### config.mk
export PLATFORM = sky130hd
export DESIGN_NAME = intr_poll_arbiter
export DESIGN_NICKNAME = d
export VERILOG_FILES = /design/src/rtl/intr_poll_pkg.sv /design/src/rtl/intr_pri_select.sv /design/src/rtl/intr_vectors.sv /design/src/rtl/intr_poll_arbiter.sv
export SDC_FILE = /design/constraint.sdc
export NUM_CORES = 1
export LEC_CHECK = 0
export ABC_AREA = 1
export CAP_MARGIN = 20
export CORE_MARGIN = 1
export CORE_UTILIZATION = 55
export CTS_CLUSTER_SIZE = 24
export DETAILED_ROUTE_END_ITERATION = 6
export HOLD_SLACK_MARGIN = 0.1
export PLACE_DENSITY_LB_ADDON = 0.08
export REMOVE_ABC_BUFFERS = 1
export SLEW_MARGIN = 10
export SYNTH_ARGS = -nofsm -noshare
export SYNTH_HDL_FRONTEND = slang
export SYNTH_SLANG_ARGS = --single-unit
### constraint.sdc
create_clock -name clk -period 7.14 [get_ports clk]
set_clock_uncertainty 0.15 [all_clocks]
set_input_delay 1.428 -clock clk [delete_from_list [all_inputs] [get_ports clk]]
set_output_delay 1.428 -clock clk [all_outputs]
set_load 0.01 [all_outputs]
### src/rtl/intr_poll_pkg.sv
package intr_poll_pkg;

    typedef enum logic [1:0] {
        ST_IDLE = 2'd0,
        ST_POLL = 2'd1,
        ST_HOLD = 2'd2
    } arb_state_t;

endpackage

### src/rtl/intr_pri_select.sv
// Finds the highest-priority chain break (lowest set poll bit), gates it with
// the request vector and binary-encodes the resulting one-hot grant.
module intr_pri_select #(
    parameter int NUM_PRI = 32,
    localparam int PRI_W  = $clog2(NUM_PRI)
) (
    input  logic [NUM_PRI-1:0] poll_vec,
    input  logic [NUM_PRI-1:0] req_vec,
    output logic [NUM_PRI-1:0] grant,
    output logic [PRI_W-1:0]   grant_idx,
    output logic               grant_any
);
    localparam logic [NUM_PRI-1:0] ONE = NUM_PRI'(1);

    logic [NUM_PRI-1:0] pri_mask;

    // isolate lowest set bit of the poll-continuity vector
    assign pri_mask  = poll_vec & (~poll_vec + ONE);
    assign grant     = pri_mask & req_vec;
    assign grant_any = |grant;

    always_comb begin
        grant_idx = '0;
        for (int i = 0; i < NUM_PRI; i++) begin
            if (grant[i]) begin
                grant_idx = grant_idx | PRI_W'(i);
            end
        end
    end

endmodule

### src/rtl/intr_vectors.sv
// Request and poll-continuity vectors. Sets win over same-cycle clears.
module intr_vectors #(
    parameter int NUM_PRI = 32,
    localparam int PRI_W  = $clog2(NUM_PRI)
) (
    input  logic               clk,
    input  logic               rst_n,
    input  logic               set_valid,
    input  logic [PRI_W-1:0]   set_idx,
    input  logic               rstint_valid,
    input  logic [PRI_W-1:0]   rstint_idx,
    input  logic [NUM_PRI-1:0] clr_req,
    input  logic [NUM_PRI-1:0] clr_poll,
    output logic [NUM_PRI-1:0] req_vec,
    output logic [NUM_PRI-1:0] poll_vec
);
    localparam logic [NUM_PRI-1:0] ONE = NUM_PRI'(1);

    logic [NUM_PRI-1:0] set_m;
    logic [NUM_PRI-1:0] rstint_m;

    always_comb begin
        set_m    = set_valid ? (ONE << set_idx) : '0;
        // a reset-interrupt only releases the chain when no request is pending
        rstint_m = rstint_valid ? ((ONE << rstint_idx) & ~req_vec) : '0;
    end

    always_ff @(posedge clk) begin
        if (!rst_n) begin
            req_vec  <= '0;
            poll_vec <= '0;
        end else begin
            req_vec  <= (req_vec & ~clr_req) | set_m;
            poll_vec <= (poll_vec & ~(clr_poll | rstint_m)) | set_m;
        end
    end

endmodule

### src/rtl/intr_poll_arbiter.sv
module intr_poll_arbiter #(
    parameter int NUM_PRI  = 32,
    parameter int DEVNO_W  = 7,
    localparam int PRI_W   = $clog2(NUM_PRI)
) (
    input  logic               clk,
    input  logic               rst_n,
    input  logic               poll_en,
    input  logic               req_valid,
    input  logic [PRI_W-1:0]   req_pri,
    input  logic               rstint_valid,
    input  logic [PRI_W-1:0]   rstint_pri,
    input  logic               extint_clr,
    input  logic               reply_ack,
    input  logic               reply_pollout,
    input  logic [DEVNO_W-1:0] reply_devno,
    output logic               poll_valid,
    output logic [PRI_W-1:0]   poll_sel,
    output logic               busy,
    output logic               extint,
    output logic [DEVNO_W-1:0] dev_addr
);
    import intr_poll_pkg::*;

    arb_state_t         state_q, state_d;
    logic [NUM_PRI-1:0] req_vec, poll_vec, grant;
    logic [NUM_PRI-1:0] clr_req, clr_poll;
    logic [PRI_W-1:0]   grant_idx;
    logic               grant_any;
    logic               poll_go;
    logic               is_cancel;

    intr_vectors #(.NUM_PRI(NUM_PRI)) u_vec (
        .clk          (clk),
        .rst_n        (rst_n),
        .set_valid    (req_valid),
        .set_idx      (req_pri),
        .rstint_valid (rstint_valid),
        .rstint_idx   (rstint_pri),
        .clr_req      (clr_req),
        .clr_poll     (clr_poll),
        .req_vec      (req_vec),
        .poll_vec     (poll_vec)
    );

    intr_pri_select #(.NUM_PRI(NUM_PRI)) u_sel (
        .poll_vec  (poll_vec),
        .req_vec   (req_vec),
        .grant     (grant),
        .grant_idx (grant_idx),
        .grant_any (grant_any)
    );

    assign poll_go   = (state_q == ST_POLL) && poll_en && grant_any;
    assign is_cancel = reply_pollout && !reply_ack;
    assign clr_req   = poll_go ? grant : '0;
    assign clr_poll  = (poll_go && is_cancel) ? grant : '0;

    // next-state logic
    always_comb begin
        state_d = state_q;
        unique case (state_q)
            ST_IDLE: begin
                if (poll_en && (|req_vec)) state_d = ST_POLL;         // start
            end
            ST_POLL: begin
                if (!poll_en)               state_d = ST_IDLE;        // disabled
                else if (!grant_any)        state_d = ST_IDLE;        // no-grant
                else if (reply_ack)         state_d = ST_HOLD;        // ack
                else if (reply_pollout)
                    state_d = (|(req_vec & ~grant)) ? ST_POLL         // cancel-continue
                                                    : ST_IDLE;        // cancel-done
                else                        state_d = ST_IDLE;        // inhibit
            end
            ST_HOLD: begin
                if (extint_clr)             state_d = ST_IDLE;        // cpu-clear
            end
            default:                        state_d = ST_IDLE;
        endcase
    end

    // state register
    always_ff @(posedge clk) begin
        if (!rst_n) state_q <= ST_IDLE;
        else        state_q <= state_d;
    end

    // registered outputs
    always_ff @(posedge clk) begin
        if (!rst_n) begin
            extint   <= 1'b0;
            dev_addr <= '0;
        end else begin
            if (poll_go) begin
                if (reply_ack) begin
                    dev_addr <= reply_devno;
                    extint   <= 1'b1;
                end else begin
                    dev_addr <= '0;
                end
            end else if ((state_q == ST_HOLD) && extint_clr) begin
                extint <= 1'b0;
            end
        end
    end

    assign poll_valid = poll_go;
    assign poll_sel   = grant_idx;
    assign busy       = (state_q == ST_POLL);

endmodule

### Word level (Yosys, flattened, before mapping)

Index checks and enable logic that the tools add are counted.

* bits in registers: 74
* output and inout port bits: 15
* logic and storage cells: 110

* add/subtract/negate cells: 1
* eq/ne operators: 7
* shifts and indexed selects: 2
* mux-type cells: 68
* bitwise gates (word level): 14
* reduce and logical (&&, ||, !) cells: 13

Operators by type and width (count)
* bitwise AND 32 bit: 6
* inverter 32 bit: 5
* 2-to-1 mux 32 bit: 4
* OR 32 bit: 3
* OR reduction 32 bit: 3
* 2-to-1 mux 5 bit: 16
* << shifter 1 x 5 -> 32 bit (first input constant): 2
* 2-to-1 mux 2 bit: 19
* 2-to-1 mux 7 bit: 5
* adder 32 x 1 -> 32 bit (second input constant): 1
* 2-to-1 mux 4 bit: 8
* 2-to-1 mux 3 bit: 4
* 2-to-1 mux 1 bit: 11
* logical AND 1 bit: 6
* case mux 2 bit (3 select lines): 1
* inequality test 2 bit (second input constant): 2
* AND reduction 2 bit: 2
* inequality test 3 x 1 -> 1 bit (second input constant): 1
* inequality test 3 bit (second input constant): 1
* == test 2 x 1 -> 1 bit (second input constant): 1
* == test 2 bit (second input constant): 1
* logical NOT 2 bit: 1
* inequality test 2 x 1 -> 1 bit (second input constant): 1
* logical NOT 1 bit: 1

### Longest topological paths before layout

Gate-level depths: netlist (run 1).

* word-level depth: 35
* gate-level depth with buffers: 17
* mapped depth without buffers: 15

### Hierarchy

A second synthesis (run 1) with hierarchy kept.

* cell total of the unflattened synthesis: 937
* area, all modules: 5362.6 um^2

By module, submodules not included
* intr_vectors: instances 1, cells an instance 447, area an instance 2961.6 um^2, sequential area each 1281.2 um^2
* intr_poll_arbiter: instances 1, cells an instance 254, area an instance 1263.7 um^2, sequential area each 200.2 um^2
* intr_pri_select: instances 1, cells an instance 236, area an instance 1137.3 um^2, sequential area each 0.0 um^2

### Least setup slack after synthesis (run 1)

Ideal clock, no wire load.

* kind: input to output
* start point: input poll_en
* end point: output poll_valid
* arrival time: 2.044 ns
* slack: 3.518 ns
* stages on the path: 5
* path buffers: 2
* path through: and3_1 -> buf_2 -> nand2_8 -> buf_12 -> inv_12

* word-level cells in the longest chain between the ends: 2

Ends and longest elaborated chain
* from (decl): line intr_poll_arbiter.sv:8 `input logic poll_en,`
* logical AND 1 bit (2 in series): line intr_poll_arbiter.sv:54 `assign poll_go = (state_q == ST_POLL) && poll_en && grant_any;`
* to (decl): line intr_poll_arbiter.sv:17 `output logic poll_valid,`

No other way between the ends.

### Worst setup path after layout (run 1)

* start point: register u_vec.poll_vec[4]
* end point: output poll_valid

* word-level cells in the longest chain between the ends: 6

Ends and longest elaborated chain
* from (decl): line intr_vectors.sv:15 `output logic [NUM_PRI-1:0] poll_vec`
* from (signal assigned): line intr_vectors.sv:34 `poll_vec <= (poll_vec & ~(clr_poll | rstint_m)) | set_m;`
* inverter 32 bit: line intr_pri_select.sv:18 `assign pri_mask = poll_vec & (~poll_vec + ONE);`
* adder 32 x 1 -> 32 bit: line intr_pri_select.sv:18
* bitwise AND 32 bit (*): line intr_pri_select.sv:18
* bitwise AND 32 bit (*): line intr_pri_select.sv:19 `assign grant = pri_mask & req_vec;`
* OR reduction 32 bit (*): line intr_pri_select.sv:20 `assign grant_any = |grant;`
* logical AND 1 bit (*): line intr_poll_arbiter.sv:54

Mark *: on every way between the ends. The rest lies on a longest branch, timed or not.

==> run_results.csv, run 1 <==
group,metric,value,unit
cts,post_cts_resize_count,0,
global_routing,grt_pass1_wl,29.9,mm
power,seqPwrFrac,46.3,%
power,p_int,0.622,mW
setup_path,path_max_fanout,40,
hold_path,min_path_type,"reg -> reg",
floorplanning,dieHeight,99.9,um
placed_design,place_area,0.00567,sq mm
finish,area.growth.synth_to_final,11.2,%
placed_design,pre_cts_ws,2.06,ns
global_routing,first_global_vias,5603,
setup_path,slowest_delay,0.55,ns
floorplanning,fp-row-count,35,
power,ir_drop,0.104,mV
sta,slew_headroom,37.2,%
synth,ys_ff_latch,74,
cts,clkSlewWorstSetupHoldPaths,0.10,ns
routing,routed.top_layer,"met4",
power,power.total,0.957,mW
cts,cts_num_sinks,74,
routing,dr_wl_met2,8.17,mm
synth,ys_seq_area_share,28.1,%
cts,cts_hold_buffers,0,
global_routing,grt-ovfl-total,0,
global_routing,antenna_found_initial,0,
cts,post_cts_buffers,0,
cts,ctsHtreeMaxLevel,3,
finish,drive_gt1_share,10.4,%
job,drv_cap,0,
sta,setup_tns,0,ns
sta,slew_violations,0,
routing,drt_iter0_markers,717,
global_routing,grtUsageTotal,39.4,%
setup_path,arrival,3.55,ns
floorplanning,core,0.00924,sq mm
setup_path,cp.required,5.56,ns
cts,cts_buffers,9,
sta,final.period_utilization,71.8,%
power,power-per-cell-area,163,mW/mm^2
finish,final_area,0.00586,sq mm
power,p_comb_share,19.8,%
sta,min_period,5.13,ns
floorplanning,start_util,57.0,%
setup_path,ff2ff_setup_slack,4.05,ns
finish,final_cell_mix,"178 x nand2_1, 125 x inv_1, 106 x nor2_1, 96 x a21oi_1, 74 x dfxtp_1",
setup_path,worst_setup_path_start_kind,"flop",
setup_path,critPathBufInv,3,
cts,cts-root-buf,"clkbuf_8",
sta,hold_viol,0,
cts,cts_tree,"done",
power,pwr-share-clk,34.0,%
synth,synth.distinct_cells,39,
power,p_leak,2.65,nW
placed_design,routabilityCongestion,1.02,
outcome,status,"complete, no violations",
cts,cts_max_path_buffers,2,
synth,synthCells,837,
setup_path,cp_common_cell,"nand2_1",
finish,fin_util,63.4,%
power,switching_share,34.9,%
sta,tightest_slew,0.934,ns
floorplanning,pin_count,40,
routing,vias_per_cell,6.04,
finish,antenna_cells,0,
cts,clkLatencyLatePin,0.38,ns
global_routing,grt_max_degree,45,
synth,synth_area_leaders,"dfxtp_1 28%, nand2_1 13%, a21oi_1 9.1%, inv_1 8.9%, nor2_1 7.6%",
routing,firstDrtPassIters,6,
setup_path,crit_path_end_kind,"primary output",
synth,synth_largest_area_cell,"dfxtp_1",
routing,totalWireLength,18.8,mm
synth,synth_top_area_share,28.1,%
synth,ys_warn_count,0,
routing,vias,6016,
placed_design,hpwl,14.1,mm
finish,layout_commonest_cell,"nand2_1",
setup_path,critical_path_class,"reg -> out",
sta,finalSetupViolations,0,
placed_design,numPortBuffers,39,
synth,syn_area,0.00527,sq mm
sta,rsz0062_at_grt,"false",
setup_path,cp_top_family,"simple AND/OR/NAND/NOR gates",
finish,nets,887,
routing,wl_per_cell,18.9,um
setup_path,slowest_stage,"clkdlybuf4s50_1",
routing,wl_met3,2.35,mm
floorplanning,die_w,99.9,um
routing,drc,0,
setup_path,worstPathCellList,"inv_2, nand2_1, nor2_2, nand2_4, nor2_4, nand3_1, nand2_1, nor2_2, nand2_1, nor2_1, nand2_4, nand2_8, inv_12, clkdlybuf4s50_1",
routing,final_antenna_net_count,0,
synth,synth_area_per_cell,6.29,sq um
sta,worst_slack,2.01,ns
sta,fmaxAchievable,0.195,GHz
floorplanning,dieArea,0.00998,sq mm
routing,wl_met1,7.35,mm
power,p_sw,0.334,mW
-- cell type report --
| class | count | area, sq um |
|---|---|---|
| clock buffer | 10 | 138 |
| clock inverter | 6 | 48.8 |
| fill | 885 | 3380 |
| inverter | 131 | 507 |
| multi-input combinational | 601 | 3090 |
| sequential | 74 | 1480 |
| tap | 129 | 161 |
| timing repair buffer | 45 | 433 |
-- sequential cells by signal, summed over array words and instances, names as in the netlist --
name / count
u_vec.poll_vec: 32
u_vec.req_vec: 32
dev_addr: 7
state_q: 2
extint: 1
-- worst reg2reg max path, delay by kind of cell, from the launching register on --
kind,cells,cell delay [ns]
AOI/OAI and AO/OA,1,0.15
DFF,1,0.36
buffers and inverters,2,0.32
and+or+nand+nor,12,2.03
-- cell usage after synthesis (all sizes together) --
cell type  instances
clkinv             1
and3               1
inv              130
nand2            186
o31ai              2
a31oi              7
buf               14
nand3             56
o31a               1
nand3b             2
nor2             118
o21ai             27
a21boi             2
nor4              19
nand4             52
clkbuf            17
nor3              17
a21oi            102
dfxtp             74
o41ai              9
-- power by group through the flow --
stage | registers [mW] | logic [mW] | clock network [mW]
3_5_place_dp | 0.451 | 0.182 | 0
6_report | 0.443 | 0.189 | 0.325
3_3_place_gp | 0.451 | 0.181 | 0
4_1_cts | 0.442 | 0.183 | 0.326
5_1_grt | 0.445 | 0.203 | 0.343
2_1_floorplan | 0.446 | 0.108 | 0
-- cells by family after synthesis --
| logic type | Yosys count | share of synthesized area (%) |
|---|---|---|
| simple gates | 451 | 41.5 |
| flops | 74 | 28.1 |
| compound gates | 150 | 17.1 |
| buf+inv | 162 | 13.3 |
-- stage by stage --
step	hold WS (ns)	instances
global placement	0.289	979
global route	0.354	996
floorplan	0.302	806
CTS	0.328	995
detailed placement	0.310	979
finish	0.330	996
-- per-layer routing --
| metal | track usage (%) | vias up |
|---|---|---|
| met5 | 0 | - |
| met2 | 60.7 | 443 |
| met1 | 51.5 | 2664 |
| met4 | 19.8 | 0 |
| met3 | 9.40 | 85 |
| li1 | - | 2824 |
-- path summary, 6_finish.rpt --
kind | start | end | cells past startpoint
worst min register to register | extint | extint | 2
worst min-delay path | extint | extint | 2
worst max-delay path | u_vec.poll_vec[4] | poll_valid | 14
worst max register to register | u_vec.poll_vec[4] | dev_addr[5] | 15
Note: power is estimated with default switching activity, not from simulation.
==> inputs of run 2 (changes only) <==
- clock period: 7.14 -> 5.1 ns (I/O delays scaled with it)
==> run_results.csv, run 2 (same netlist as run 1, synthesis figures left out) <==
group,metric,value,unit
outcome,status,"complete, no violations",
finish,layout_commonest_cell,"nand2_1",
floorplanning,dieHeight,99.9,um
power,ir_drop,0.144,mV
cts,cts_num_sinks,74,
hold_path,min_path_cells,2,
placed_design,hpwl,14.2,mm
global_routing,first_global_vias,5511,
hold_path,min_to,"extint",
setup_path,rr_endpoint,"u_vec.poll_vec[4]",
routing,totalWireLength,18.9,mm
cts,clkLatencyLatePin,0.37,ns
setup_path,ff2ff_setup_slack,2.29,ns
sta,fmaxAchievable,0.233,GHz
global_routing,grt-ovfl-total,0,
cts,post_cts_buffers,0,
sta,slew_headroom,23.9,%
power,power-per-cell-area,228,mW/mm^2
finish,antenna_cells,0,
floorplanning,start_util,57.0,%
hold_path,min_from,"extint",
global_routing,grtUsageTotal,39.0,%
sta,tightest_slew,1.13,ns
setup_path,cp.required,3.93,ns
placed_design,numPortBuffers,39,
setup_path,worst_setup_path_start_kind,"flop",
setup_path,rr_startpoint,"u_vec.poll_vec[5]",
power,p_leak,2.66,nW
cts,cts-root-buf,"clkbuf_8",
setup_path,crit_path_end_kind,"primary output",
routing,drc,0,
setup_path,worst-r2r-cell-count,13,
sta,min_period,4.29,ns
routing,firstDrtPassIters,6,
routing,vias_per_cell,6.03,
cts,ctsHtreeMaxLevel,3,
routing,wl_per_cell,18.9,um
global_routing,antenna_found_initial,0,
sta,rsz0062_at_grt,"false",
sta,hold_ws,0.310,ns
finish,drive_gt1_share,10.5,%
global_routing,grt_pass1_wl,29.2,mm
floorplanning,pin_count,40,
cts,cts_tree,"done",
finish,largestRegisters,"u_vec.poll_vec: 32 flops, u_vec.req_vec: 32 flops, dev_addr: 7 flops",
placed_design,routabilityCongestion,1.01,
global_routing,grt_max_degree,47,
sta,final.period_utilization,84.1,%
finish,final_cell_mix,"178 x nand2_1, 125 x inv_1, 106 x nor2_1, 96 x a21oi_1, 74 x dfxtp_1",
finish,area.growth.synth_to_final,11.4,%
routing,vias,6016,
sta,setup_tns,0,ns
sta,hold_viol,0,
sta,slew_violations,0,
finish,fillers,890,
routing,final_antenna_net_count,0,
finish,fin_util,63.5,%
floorplanning,dieArea,0.00998,sq mm
cts,cts_max_path_buffers,2,
floorplanning,die_w,99.9,um
cts,post_cts_resize_count,0,
cts,cts_hold_buffers,0,
hold_path,min_path_type,"reg -> reg",
cts,clkSlewWorstSetupHoldPaths,0.09,ns
setup_path,path_max_fanout,40,
finish,nets,888,
routing,drt_iter0_markers,613,
floorplanning,core,0.00924,sq mm
setup_path,arrival,3.12,ns
cts,cts_buffers,9,
setup_path,critical_path_class,"reg -> out",
job,drv_cap,0,
sta,finalSetupViolations,0,
floorplanning,fp-row-count,35,
==> run 2: worst max-delay path by stage <==
stage | start | to | slack [ns] | cells past startpoint
2_1_floorplan | poll_en | poll_valid | 1.68 | 3
3_3_place_gp | poll_en | poll_valid | 1.17 | 5
3_5_place_dp | poll_en | poll_valid | 1.15 | 5
4_1_cts | u_vec.poll_vec[1] | poll_valid | 0.82 | 14
5_1_grt | u_vec.poll_vec[0] | poll_valid | 0.62 | 14
6_report | u_vec.poll_vec[5] | poll_valid | 0.81 | 12
==> run 2: where the power goes <==
part	total (mW)	internal [mW]	switching (mW)
clock network	0.454	0.185	0.269
registers	0.620	0.596	0.0241
logic	0.266	0.0819	0.184
==> run 2: final cells by class <==
type	instances	area, sq um	area share [%]
multi-input cells	601	3090	52.7
clock buffers	9	124	2.11
inverters	131	507	8.63
repair buffers	46	443	7.55
flip-flops and latches	74	1480	25.2
well taps	129	161	2.75
clock inverters	7	61.3	1.04
==> run 2: metal layers <==
metal / routed length, um / vias to the layer above / share of wire (%) / track usage (%)
met5: 0 / - / 0 / 0
met4: 941 / 0 / 5.0 / 20.8
met3: 2560 / 76 / 14 / 10.0
met2: 7960 / 430 / 42 / 58.3
met1: 7420 / 2678 / 39 / 51.4
li1: - / 2832 / - / -
==> run 2: per-stage QoR <==
stage / worst slack, ns / power [mW] / cells / cell area, sq um
floorplan: 1.68 / 0.776 / 806 / 5080
global placement: 1.17 / 0.886 / 981 / 5680
detailed placement: 1.15 / 0.889 / 981 / 5680
CTS: 0.822 / 1.33 / 997 / 5870
global route: 0.620 / 1.39 / 997 / 5870
finish: 0.811 / 1.34 / 997 / 5870
==> run 2: worst max-delay path, stage by stage (launching register included) <==
cell             delay (ns)
dfxtp_1                0.35
nor2_1                 0.14
nand2_1                0.20
nor3_4                 0.43
nand3_1                0.22
nand2_1                0.17
nor2_1                 0.05
nand2_1                0.06
nor2_2                 0.06
nand2_4                0.09
nand2_8                0.25
inv_12                 0.18
clkdlybuf4s50_1        0.55
==> inputs of run 3 (changes only) <==
- clock period: 5.1 -> 4.2 ns (I/O delays scaled with it)
==> run_results.csv, run 3 (same netlist as run 1, synthesis figures left out) <==
group,metric,value,unit
outcome,status,"complete, no violations",
finish,largestRegisters,"u_vec.poll_vec: 32 flops, u_vec.req_vec: 32 flops, dev_addr: 7 flops",
sta,slew_violations,0,
setup_path,cp.required,3.21,ns
setup_path,path_max_fanout,12,
floorplanning,pin_count,40,
placed_design,routabilityCongestion,1.06,
cts,ctsHtreeMaxLevel,3,
sta,min_period,3.82,ns
sta,worst_slack,0.378,ns
floorplanning,dieArea,0.00998,sq mm
setup_path,worstPathCellList,"inv_2, nand2_1, nor2_2, nand2_4, nor2_4, nand3_1, nand2_1, nor2_2, nand2_1, nor2_1, nand2_4, nand2_8, inv_12, clkdlybuf4s50_1",
cts,cts_max_path_buffers,2,
finish,fin_cells,1001,
setup_path,ff2ff_setup_slack,1.29,ns
floorplanning,die_w,99.9,um
floorplanning,core,0.00924,sq mm
routing,final_antenna_net_count,0,
setup_path,worst_setup_path_start_kind,"flop",
finish,antenna_cells,0,
finish,nets,892,
routing,totalWireLength,19.2,mm
cts,clkLatencyLatePin,0.36,ns
global_routing,grt_max_degree,40,
global_routing,antenna_found_initial,0,
cts,cts_num_sinks,74,
power,ir_drop,0.191,mV
routing,wl_per_cell,19.2,um
setup_path,cp_common_cell,"nand2_1",
sta,rsz0062_at_grt,"false",
power,p_leak,2.70,nW
setup_path,critical_path_class,"reg -> out",
floorplanning,start_util,57.0,%
floorplanning,dieHeight,99.9,um
cts,cts_buffers,9,
power,power-per-cell-area,291,mW/mm^2
cts,post_cts_buffers,0,
routing,firstDrtPassIters,6,
cts,cts-root-buf,"clkbuf_8",
cts,clkSlewWorstSetupHoldPaths,0.09,ns
routing,drc,0,
routing,drt_iter0_markers,546,
setup_path,crit_start,"u_vec.poll_vec[4]",
placed_design,pre_cts_ws,0.816,ns
routing,vias,6044,
placed_design,hpwl,14.5,mm
sta,setup_tns,0,ns
sta,hold_viol,0,
placed_design,placed_cells,985,
setup_path,rr_startpoint,"u_vec.poll_vec[15]",
cts,post_cts_resize_count,0,
sta,fmaxAchievable,0.262,GHz
finish,final_cell_mix,"178 x nand2_1, 125 x inv_1, 106 x nor2_1, 96 x a21oi_1, 74 x dfxtp_1",
setup_path,arrival,2.83,ns
setup_path,crit_path_end_kind,"primary output",
finish,fillers,871,
setup_path,slowest_stage,"clkdlybuf4s50_1",
setup_path,slowest_delay,0.53,ns
cts,cts_tree,"done",
hold_path,min_path_type,"reg -> reg",
global_routing,first_global_vias,5549,
cts,cts_hold_buffers,0,
sta,final.period_utilization,91.0,%
finish,drive_gt1_share,10.9,%
finish,layout_commonest_cell,"nand2_1",
sta,finalSetupViolations,0,
job,drv_cap,0,
hold_path,min_from,"extint",
floorplanning,fp-row-count,35,
sta,slew_headroom,22.2,%
global_routing,grt-ovfl-total,0,
routing,vias_per_cell,6.04,
global_routing,grt_pass1_wl,30.0,mm
sta,tightest_slew,1.16,ns
finish,area.growth.synth_to_final,12.8,%
global_routing,grtUsageTotal,39.7,%
placed_design,numPortBuffers,39,
run 3: through the flow:
stage                     hold WS (ns)  total power, mW  utilization, %  instance area, sq um
after floorplan                  0.302            0.942               -                  5080
after global routing             0.328             1.78            64.3                  5940
after global placement           0.289             1.08            61.8                  5710
final                            0.312             1.73            64.3                  5940
after CTS                        0.312             1.71            64.3                  5940
after detailed placement         0.298             1.08            61.8                  5710
run 3: final cells by class:
cell class	count	area [sq um]	share of cell area (%)
Tap cell	129	161	2.72
Inverter	131	507	8.53
Clock buffer	10	138	2.32
Multi-Input combinational cell	601	3090	52.0
Sequential cell	74	1480	24.9
Timing Repair Buffer	50	473	7.96
Clock inverter	6	90.1	1.52
run 3: critical path, delay by kind of cell (launching register included):
family        cells  cell delay, ns
buf+inv           3            0.74
flops             1            0.35
simple gates     11            1.36
run 3: where the power goes:
group	total, mW	switching (mW)	internal, mW
clock	0.648	0.296	0.352
sequential	0.755	0.0317	0.724
combinational	0.324	0.223	0.101
run 3: path summary, 6_finish.rpt:
| kind | cells after the start | to |
|---|---|---|
| min | 2 | extint |
| max | 14 | poll_valid |
| min reg2reg | 2 | extint |
| max reg2reg | 15 | u_vec.req_vec[21] |
run 3: routing by layer:
metal,track usage [%],routed length (um),share of wire [%]
met1,54.6,7670,40
met2,58.6,8100,42
met3,7.80,2360,12
met4,20.8,1070,5.6
met5,0,0,0
